## src/rtl/lkb_pkg.sv

```systemverilog
package lkb_pkg;
    localparam int ID_W        = 3;
    localparam int ID_LSB      = 29;
    localparam int EN_BIT      = 28;
    localparam int BANK_STRIDE = 12;
    localparam int OFS_CLAIM   = 0;
    localparam int OFS_FREE    = 4;
    localparam int OFS_STAT    = 8;

    typedef struct packed {
        logic            held;
        logic [ID_W-1:0] owner;
    } bank_state_t;

    typedef struct packed {
        logic            en;
        logic [ID_W-1:0] id;
    } req_word_t;

    function automatic req_word_t split_word(input logic [31:0] w);
        req_word_t r;
        r.en = w[EN_BIT];
        r.id = w[ID_LSB +: ID_W];
        return r;
    endfunction

    function automatic logic [31:0] status_word(input bank_state_t s);
        logic [31:0] w;
        w = '0;
        w[ID_LSB +: ID_W] = s.owner;
        w[EN_BIT]         = s.held;
        return w;
    endfunction
endpackage

```

## src/rtl/lkb_decode.sv

```systemverilog
module lkb_decode
    import lkb_pkg::*;
#(
    parameter int NUM_BANKS = 3,
    parameter int ADDR_W    = 8
) (
    input  logic              clk,
    input  logic              rst,
    input  logic              wr_en,
    input  logic              rd_en,
    input  logic [ADDR_W-1:0] addr,
    output logic [NUM_BANKS-1:0] claim_sel,
    output logic [NUM_BANKS-1:0] free_sel,
    output logic [NUM_BANKS-1:0] stat_sel
);
    for (genvar k = 0; k < NUM_BANKS; k++) begin : g_bank_dec
        localparam int BASE = k * BANK_STRIDE;
        assign claim_sel[k] = wr_en && (addr == ADDR_W'(BASE + OFS_CLAIM));
        assign free_sel[k]  = wr_en && (addr == ADDR_W'(BASE + OFS_FREE));
        assign stat_sel[k]  = rd_en && (addr == ADDR_W'(BASE + OFS_STAT));
    end

    // one address reaches at most one register of one bank
    p_one_target_r7: assert property (@(posedge clk) disable iff (rst)
        $onehot0({claim_sel, free_sel, stat_sel}));
endmodule

```

## src/rtl/lkb_cell.sv

```systemverilog
module lkb_cell
    import lkb_pkg::*;
(
    input  logic        clk,
    input  logic        rst,
    input  logic        claim_sel,
    input  logic        free_sel,
    input  req_word_t   req,
    output bank_state_t state
);
    logic do_claim;
    logic do_free;

    always_comb begin
        do_claim = claim_sel && req.en && !state.held;
        do_free  = free_sel && req.en && state.held && (req.id == state.owner);
    end

    always_ff @(posedge clk) begin
        if (rst) begin
            state <= '0;
        end else if (do_claim) begin
            state.held  <= 1'b1;
            state.owner <= req.id;
        end else if (do_free) begin
            state <= '0;
        end
    end

    // a valid claim on a free bank records the requester
    p_claim_takes_r2: assert property (@(posedge clk) disable iff (rst)
        (claim_sel && req.en && !state.held) |=> (state.held && state.owner == $past(req.id)));

    // a held bank keeps its owner unless its owner releases it
    p_keep_owner_r3: assert property (@(posedge clk) disable iff (rst)
        (state.held && !(free_sel && req.en && req.id == state.owner))
        |=> (state.held && $stable(state.owner)));

    // a claim without the enable flag leaves a free bank free
    p_no_enable_r4: assert property (@(posedge clk) disable iff (rst)
        (!state.held && !(claim_sel && req.en)) |=> !state.held);

    // a matching release frees the bank
    p_release_r5: assert property (@(posedge clk) disable iff (rst)
        (free_sel && req.en && state.held && req.id == state.owner) |=> (state == '0));
endmodule

```

## src/rtl/lkb_rdmux.sv

```systemverilog
module lkb_rdmux
    import lkb_pkg::*;
#(
    parameter int NUM_BANKS = 3
) (
    input  logic                 clk,
    input  logic                 rst,
    input  logic                 rd_en,
    input  logic [NUM_BANKS-1:0] stat_sel,
    input  bank_state_t          states [NUM_BANKS],
    output logic [31:0]          rdata
);
    logic [31:0] sel_word;

    always_comb begin
        sel_word = '0;
        for (int k = 0; k < NUM_BANKS; k++) begin
            if (stat_sel[k]) sel_word = sel_word | status_word(states[k]);
        end
    end

    always_ff @(posedge clk) begin
        if (rst) rdata <= '0;
        else     rdata <= rd_en ? sel_word : '0;
    end

    // without a read in the previous cycle the bus returns zero
    p_idle_zero_r8: assert property (@(posedge clk) disable iff (rst)
        !rd_en |=> (rdata == '0));

    // only the owner field and the held flag may ever be set
    p_clean_word_r8: assert property (@(posedge clk) disable iff (rst)
        rdata[EN_BIT-1:0] == '0);
endmodule

```

## src/rtl/hw_lock_bank.sv

```systemverilog
module hw_lock_bank
    import lkb_pkg::*;
#(
    parameter int NUM_BANKS = 3,
    parameter int ADDR_W    = 8
) (
    input  logic              clk,
    input  logic              rst,
    input  logic              wr_en,
    input  logic              rd_en,
    input  logic [ADDR_W-1:0] addr,
    input  logic [31:0]       wdata,
    output logic [31:0]       rdata
);
    localparam int SPAN = NUM_BANKS * BANK_STRIDE;

    logic [NUM_BANKS-1:0] claim_sel;
    logic [NUM_BANKS-1:0] free_sel;
    logic [NUM_BANKS-1:0] stat_sel;
    bank_state_t          states [NUM_BANKS];
    req_word_t            req;

    assign req = split_word(wdata);

    lkb_decode #(.NUM_BANKS(NUM_BANKS), .ADDR_W(ADDR_W)) i_decode (
        .clk(clk), .rst(rst), .wr_en(wr_en), .rd_en(rd_en), .addr(addr),
        .claim_sel(claim_sel), .free_sel(free_sel), .stat_sel(stat_sel)
    );

    for (genvar k = 0; k < NUM_BANKS; k++) begin : g_cell
        lkb_cell i_cell (
            .clk(clk), .rst(rst), .claim_sel(claim_sel[k]),
            .free_sel(free_sel[k]), .req(req), .state(states[k])
        );
    end

    lkb_rdmux #(.NUM_BANKS(NUM_BANKS)) i_rdmux (
        .clk(clk), .rst(rst), .rd_en(rd_en), .stat_sel(stat_sel),
        .states(states), .rdata(rdata)
    );

    // a write outside the bank window or off word alignment selects nothing
    p_stray_write_r9: assert property (@(posedge clk) disable iff (rst)
        (wr_en && (int'(addr) >= SPAN || addr[1:0] != 2'b00))
        |-> (claim_sel == '0 && free_sel == '0));
endmodule

```

## config.mk

```make
export PLATFORM = sky130hd
export DESIGN_NAME = hw_lock_bank
export DESIGN_NICKNAME = d
export VERILOG_FILES = /design/src/rtl/lkb_pkg.sv /design/src/rtl/lkb_decode.sv /design/src/rtl/lkb_cell.sv /design/src/rtl/lkb_rdmux.sv /design/src/rtl/hw_lock_bank.sv
export SDC_FILE = /design/constraint.sdc
export NUM_CORES = 1
export LEC_CHECK = 0
export BUFFER_PORTS_ARGS = -buffer_cell sky130_fd_sc_hd__buf_2
export CORE_MARGIN = 4
export CORE_UTILIZATION = 37
export DETAILED_ROUTE_END_ITERATION = 7
export HOLD_SLACK_MARGIN = 0.06
export PLACE_DENSITY_LB_ADDON = 0.25
export SYNTH_ARGS = -nofsm -noshare
export SYNTH_HDL_FRONTEND = slang
export SYNTH_SLANG_ARGS = --single-unit
```

## constraint.sdc

```tcl
create_clock -name clk -period 1.3 [get_ports clk]
set_input_delay 0 -clock clk [delete_from_list [all_inputs] [get_ports clk]]
set_output_delay 0 -clock clk [all_outputs]
set_load 0.02 [all_outputs]
```

==> results.yml, run 1 <==
status:
  status: "finished, final reports clean"
pwr:
  net-switching-power_mw: 0.290
  switching_share: 0.288
  max_rail_drop_vdd_v: 0.000570
  seq_power_share: 0.486
  static_leakage_nw: 0.605
  p_clk_frac: 0.321
  power.combinational.fraction: 0.192
  power.density_mw_per_mm2: 780
  p_int_mw: 0.718
place:
  place_congestion: 0.820
  post-dp-hpwl_um: 1900
  portBuffers: 19
sta:
  timing.final.crit_period_ns: 1.26
  whs_ns: 0.0911
  report.final.hold_viol_count: 0
  fin_tns_setup_ns: 0
  report.final.setup_viol: 0
  final_min_period_over_clock_period: 0.966
  drv_slew: 0
  max_clock_freq_mhz: 796
  grt_setup_unrepaired: "true"
  worst_clock_skew_ns: 0.000698
detailed_routing:
  routedLengthMet1_um: 983
  detailroute.wirelength.met2_um: 1260
  routed_wire_length_per_instance_um: 13.0
  detailed_route_wirelength_on_metal3_um: 121
  route.final.wire_length_um: 2410
  route.vias.total: 904
  dr.max_layer_used: "met4"
  dr.pass1.iters: 4
  antenna_left: 0
  avgViaCountPerCell: 4.86
  dr.first_iter.drc_count: 56
  drc: 0
layout:
  area_growth_synth_to_finish_pct: 17.0
  fill_cells: 307
  diodes: 0
  drive_gt1_frac: 0.329
  numnets_final: 200
critical_path:
  r2r_setup_slack_ns: 0.04
  critPathLaunchType: "register"
  timing.critical_path.to_type: "register"
  worst_ep_required_time_ns: 1.48
  worstPathArrival_ns: 1.44
  highest_net_fanout_along_the_worst_path: 3
  path_class: "reg -> reg"
global_routing:
  total_routing_resource_utilization_after_global_routing: 0.128
  via_count_of_the_first_global_routing_pass: 889
  grt_max_degree: 12
  grt_antenna_before_repair: 0
  grt_pass1_wl_um: 4040
  gr-total-overflow: 0
clock_network:
  htree_levels: 1
  clkSinkCount: 16
  cts-buffers-inserted: 3
  tritoncts: "built"
  max-clock-path-buffers: 2
  clock_latency_reported_for_the_late_side_of_the_worst_skew_pair_ns: 0.28
  cts.clk_slew.worst_paths_ns: 0.09
  clk_root_buffer_cell: "clkbuf_4"
floorplan:
  design.die.area_mm2: 0.00392
  coreArea_mm2: 0.00281
  die-height_um: 62.6
  die_w_um: 62.6
  design.portCount: 76
  core.rowCount: 19
  start_util: 0.393
synth:
  mappedNetlistArea_mm2: 0.00110
  synthesis.area_per_instance_um2: 9.12
  synth_area_leaders: "dfxtp_1 (29%), buf_4 (19%), xnor2_1 (4.8%)"
  async_flop_share: 0
  cell_variety_after_synth: 36
  ys.warnings.count: 0
  ys.flop_type: "dfxtp_1"
  synth.largest_area_cell: "dfxtp_1"
  flops_latches_synth: 16
  synth-seq-area-share: 0.290
  synth-edff-count: 0
  synth_top_area_share: 0.290
  post_synth_inst_count: 121
run:
  max_cap_violations: 0
min_path:
  min-delay-path-class: "in -> reg"
state kept, by name, summed over array words and instances (netlist names):
signal,cells
i_rdmux.rdata,4
g_cell.i_cell.state,12
stage by stage:
| step | utilization | instance area [um2] | setup slack (ns) | cells | power (mW) |
|---|---|---|---|---|---|
| floorplan | - | 1200 | 0.0791 | 148 | 0.692 |
| global placement | 0.427 | 1200 | -0.00667 | 178 | 0.680 |
| detailed placement | 0.427 | 1200 | -0.0249 | 178 | 0.682 |
| CTS | 0.456 | 1280 | 0.0333 | 185 | 1.02 |
| global route | 0.460 | 1290 | -0.0157 | 186 | 1.06 |
| finish | 0.460 | 1290 | 0.0445 | 186 | 1.01 |
layout make-up:
type / instances / area [um2] / area share
multi-input cells: 99 / 664 / 0.515
inverters: 1 / 3.75 / 0.00291
clock buffers: 4 / 36.3 / 0.0281
repair buffers: 35 / 223 / 0.172
well taps: 31 / 38.8 / 0.0300
flip-flops and latches: 16 / 325 / 0.252
kinds of logic (layout without fill, tap and decap cells):
logic type / count (synthesis) / in the layout / share of synthesized area
compound gates: 20 / 20 / 0.158
xor+xnor: 9 / 9 / 0.0714
buf+inv: 33 / 40 / 0.212
flops: 16 / 16 / 0.290
other cells: 1 / 28 / 0.00340
simple gates: 42 / 42 / 0.265
cells in the mapped netlist (2+ instances only):
cell type,count
buf_4,28
dfxtp_1,16
nand2_1,11
xnor2_1,6
and4b_1,5
nor2_1,5
a22oi_1,4
buf_2,4
a22o_1,3
a31o_1,3
a31o_2,3
and3_1,3
nor3b_1,3
xor2_1,3
and4_1,2
nor3_1,2
cell usage in the layout, fill, tap and decap left out, drive strengths merged, types with 2 or more instances in the layout:
master	netlist	layout
a31o	6	6
nor4	2	2
nor4b	2	2
nor2	5	5
nor3	3	3
clkbuf	0	4
conb	1	28
a22o	3	3
nor3b	4	4
and4b	5	5
and3	3	3
dfxtp	16	16
and4	2	2
a22oi	4	4
buf	32	32
dlygate4sd3	0	3
xor2	3	3
xnor2	6	6
nand2	11	11
path summary, 6_finish.rpt:
kind                                                  end                 startpoint  depth (start not counted)
worst min-delay path            g_cell[0].i_cell.state[3]                        rst                          3
worst max register to register  g_cell[2].i_cell.state[2]  g_cell[2].i_cell.state[2]                          4
worst min register to register          i_rdmux.rdata[28]  g_cell[1].i_cell.state[3]                          2
worst max-delay path            g_cell[2].i_cell.state[2]  g_cell[2].i_cell.state[2]                          4
repair_timing:
action	4_1_cts	5_1_grt
hold endpoints to repair	3	0
setup endpoints to repair	4	9
resized for setup	2	4
pin swaps	0	2
hold buffers	3	0
setup buffers	0	1
per-layer routing:
layer,track usage,vias to the layer above
met4,0.0441,0
met1,0.142,422
met3,0.0396,4
met2,0.228,24
li1,-,454
met5,0,-
critical path, stage by stage (launching register included):
cell and delay, ns:
dfxtp_2 0.33, xor2_1 0.18, nor4_2 0.29, o21ai_2 0.11, a31o_2 0.25
power by group through the flow:
| stage | registers (mW) | clock network [mW] | logic (mW) |
|---|---|---|---|
| global placement | 0.502 | 0 | 0.178 |
| CTS | 0.490 | 0.334 | 0.191 |
| finish | 0.490 | 0.324 | 0.194 |
| detailed placement | 0.502 | 0 | 0.181 |
| floorplan | 0.502 | 0 | 0.190 |
| global route | 0.491 | 0.360 | 0.212 |
Power figures use the tool's default switching activity.
==> run 2: changes to the inputs <==
--- a/config.mk
+++ b/config.mk
@@ -7,10 +7,11 @@
 export LEC_CHECK = 0
 export BUFFER_PORTS_ARGS = -buffer_cell sky130_fd_sc_hd__buf_2
 export CORE_MARGIN = 4
-export CORE_UTILIZATION = 37
+export CORE_UTILIZATION = 35
 export DETAILED_ROUTE_END_ITERATION = 7
 export HOLD_SLACK_MARGIN = 0.06
 export PLACE_DENSITY_LB_ADDON = 0.25
+export REMOVE_ABC_BUFFERS = 1
 export SYNTH_ARGS = -nofsm -noshare
 export SYNTH_HDL_FRONTEND = slang
 export SYNTH_SLANG_ARGS = --single-unit
==> run 2 against run 1 <==
  * Clock power rose by 3%
  * Critical endpoint unchanged
  * Hold slack barely moved
  * Wire length fell by 0.21%
  * Utilization fell by 3.3 points
  * Non-clock buffer count fell by 3
  * Critical path depth did not move
  * Cell count rose by 5.4%
  * Total power rose by 0.55%
  * Largest cell class unchanged
  * Flip-flop and latch count did not move
==> results.yml, run 2 (synthesis gave the netlist of run 1 again) <==
layout:
  layout.cell_area.non_filler_mm2: 0.00129
  mostFrequentLayoutCell: "conb_1"
  drive_gt1_frac: 0.316
  largest_reg_flops: 12
  diodes: 0
  numnets_final: 197
  registers.top_by_ff_count: "g_cell.i_cell.state"
  leading_cell_types_in_the_layout_fill_and_taps_excluded: "conb_1 (28), buf_2 (19), dfxtp_1 (14)"
  reg.largest.list: "g_cell.i_cell.state x12, i_rdmux.rdata x4"
  area_growth_synth_to_finish_pct: 17.1
detailed_routing:
  dr.first_iter.drc_count: 77
  route.final.wire_length_um: 2410
  avgViaCountPerCell: 4.65
  dr.pass1.iters: 6
  routed_wire_length_per_instance_um: 12.3
  antenna_left: 0
  route.vias.total: 911
  drc: 0
sta:
  grt_setup_unrepaired: "true"
  report.final.hold_viol_count: 0
  timing.final.crit_period_ns: 1.29
  final_min_period_over_clock_period: 0.993
  drv_slew: 0
  max_clock_freq_mhz: 775
  report.final.setup_viol: 0
  worst_clock_skew_ns: 0.00978
critical_path:
  endpoint: "g_cell[2].i_cell.state[2]"
  highest_net_fanout_along_the_worst_path: 3
  cp-startpoint: "g_cell[2].i_cell.state[2]"
  worst_ep_required_time_ns: 1.48
  worstPathArrival_ns: 1.47
  critPathLaunchType: "register"
  path_class: "reg -> reg"
  regToRegStartpoint: "g_cell[2].i_cell.state[2]"
  r2r_setup_slack_ns: 0.01
  timing.critical_path.to_type: "register"
  worst_r2r_endpoint: "g_cell[2].i_cell.state[2]"
  rr_worst_depth: 4
floorplan:
  start_util: 0.364
  die-height_um: 64.2
  core.rowCount: 20
  design.portCount: 76
  design.die.area_mm2: 0.00412
  die_w_um: 64.2
  coreArea_mm2: 0.00303
pwr:
  power.density_mw_per_mm2: 784
  max_rail_drop_vdd_v: 0.000207
  fin_total_pwr_mw: 1.01
  static_leakage_nw: 0.593
clock_network:
  max-clock-path-buffers: 2
  clock_latency_reported_for_the_late_side_of_the_worst_skew_pair_ns: 0.29
  htree_levels: 1
  clkSinkCount: 16
  cts_setup_buffers: 0
  cts.clk_slew.worst_paths_ns: 0.10
  tritoncts: "built"
  cts-buffers-inserted: 3
  clk_root_buffer_cell: "clkbuf_4"
place:
  post-dp-hpwl_um: 1940
  portBuffers: 19
  placed_area_mm2: 0.00120
  place_congestion: 0.756
global_routing:
  grt_max_degree: 12
  total_routing_resource_utilization_after_global_routing: 0.122
  via_count_of_the_first_global_routing_pass: 866
  grt_pass1_wl_um: 3940
  grt_antenna_before_repair: 0
  gr-total-overflow: 0
status:
  status: "finished, final reports clean"
run:
  max_cap_violations: 0
min_path:
  min-delay-path-class: "in -> reg"
  hold_path.startpoint: "rst"
## run 2: cell type report
cell class                      count  area (um2)
Clock buffer                        4        36.3
Multi-Input combinational cell     99         674
Timing Repair Buffer               32         200
Fill cell                         308        1740
Tap cell                           44        55.1
Inverter                            1        3.75
Sequential cell                    16         323
## run 2: timing repair
action,CTS,global route
pin swaps,0,1
setup endpoints to repair,3,8
hold buffers,3,0
endpoints found under the hold margin,3,0
resized for setup,1,5
## run 2: layer usage
| metal | global-route usage | up-vias | share of wire |
|---|---|---|---|
| met4 | 0.0475 | 0 | 0.018 |
| li1 | - | 448 | - |
| met1 | 0.137 | 431 | 0.40 |
| met5 | 0 | - | 0 |
| met3 | 0.0176 | 4 | 0.047 |
| met2 | 0.227 | 28 | 0.53 |
## run 2: where the power goes
part,internal (mW),leakage [nW],switching (mW)
clock network,0.171,0.0210,0.163
registers,0.490,0.130,0.000320
logic,0.0542,0.442,0.135
total,0.715,0.593,0.298
## run 2: through the flow
stage / hold slack [ns] / TNS, ns / worst slack [ns] / cells / util
6_report: 0.0911 / 0 / 0.00959 / 196 / 0.427
5_1_grt: 0.114 / -0.0741 / -0.0297 / 196 / 0.427
4_1_cts: 0.0773 / 0 / 0.0287 / 196 / 0.420
3_5_place_dp: 0.342 / -0.000204 / -0.000204 / 189 / 0.396
3_3_place_gp: 0.334 / 0 / 0.0337 / 189 / 0.396
2_1_floorplan: 0.0721 / 0 / 0.0802 / 116 / -
## run 2: worst min path at each step
stage / slack [ns] / end / depth (start not counted)
finish: 0.09 / g_cell[0].i_cell.state[3] / 3
floorplan: 0.07 / g_cell[0].i_cell.state[3] / 1
global placement: 0.33 / g_cell[0].i_cell.state[2] / 2
detailed placement: 0.34 / g_cell[0].i_cell.state[2] / 2
global route: 0.11 / g_cell[0].i_cell.state[3] / 3
CTS: 0.08 / g_cell[0].i_cell.state[3] / 3
## run 2: critical path, cell delays in order (launching register included)
cell and delay (ns):
dfxtp_2 0.33, xor2_1 0.18, nor4_2 0.31, o21ai_2 0.11, a31o_2 0.25
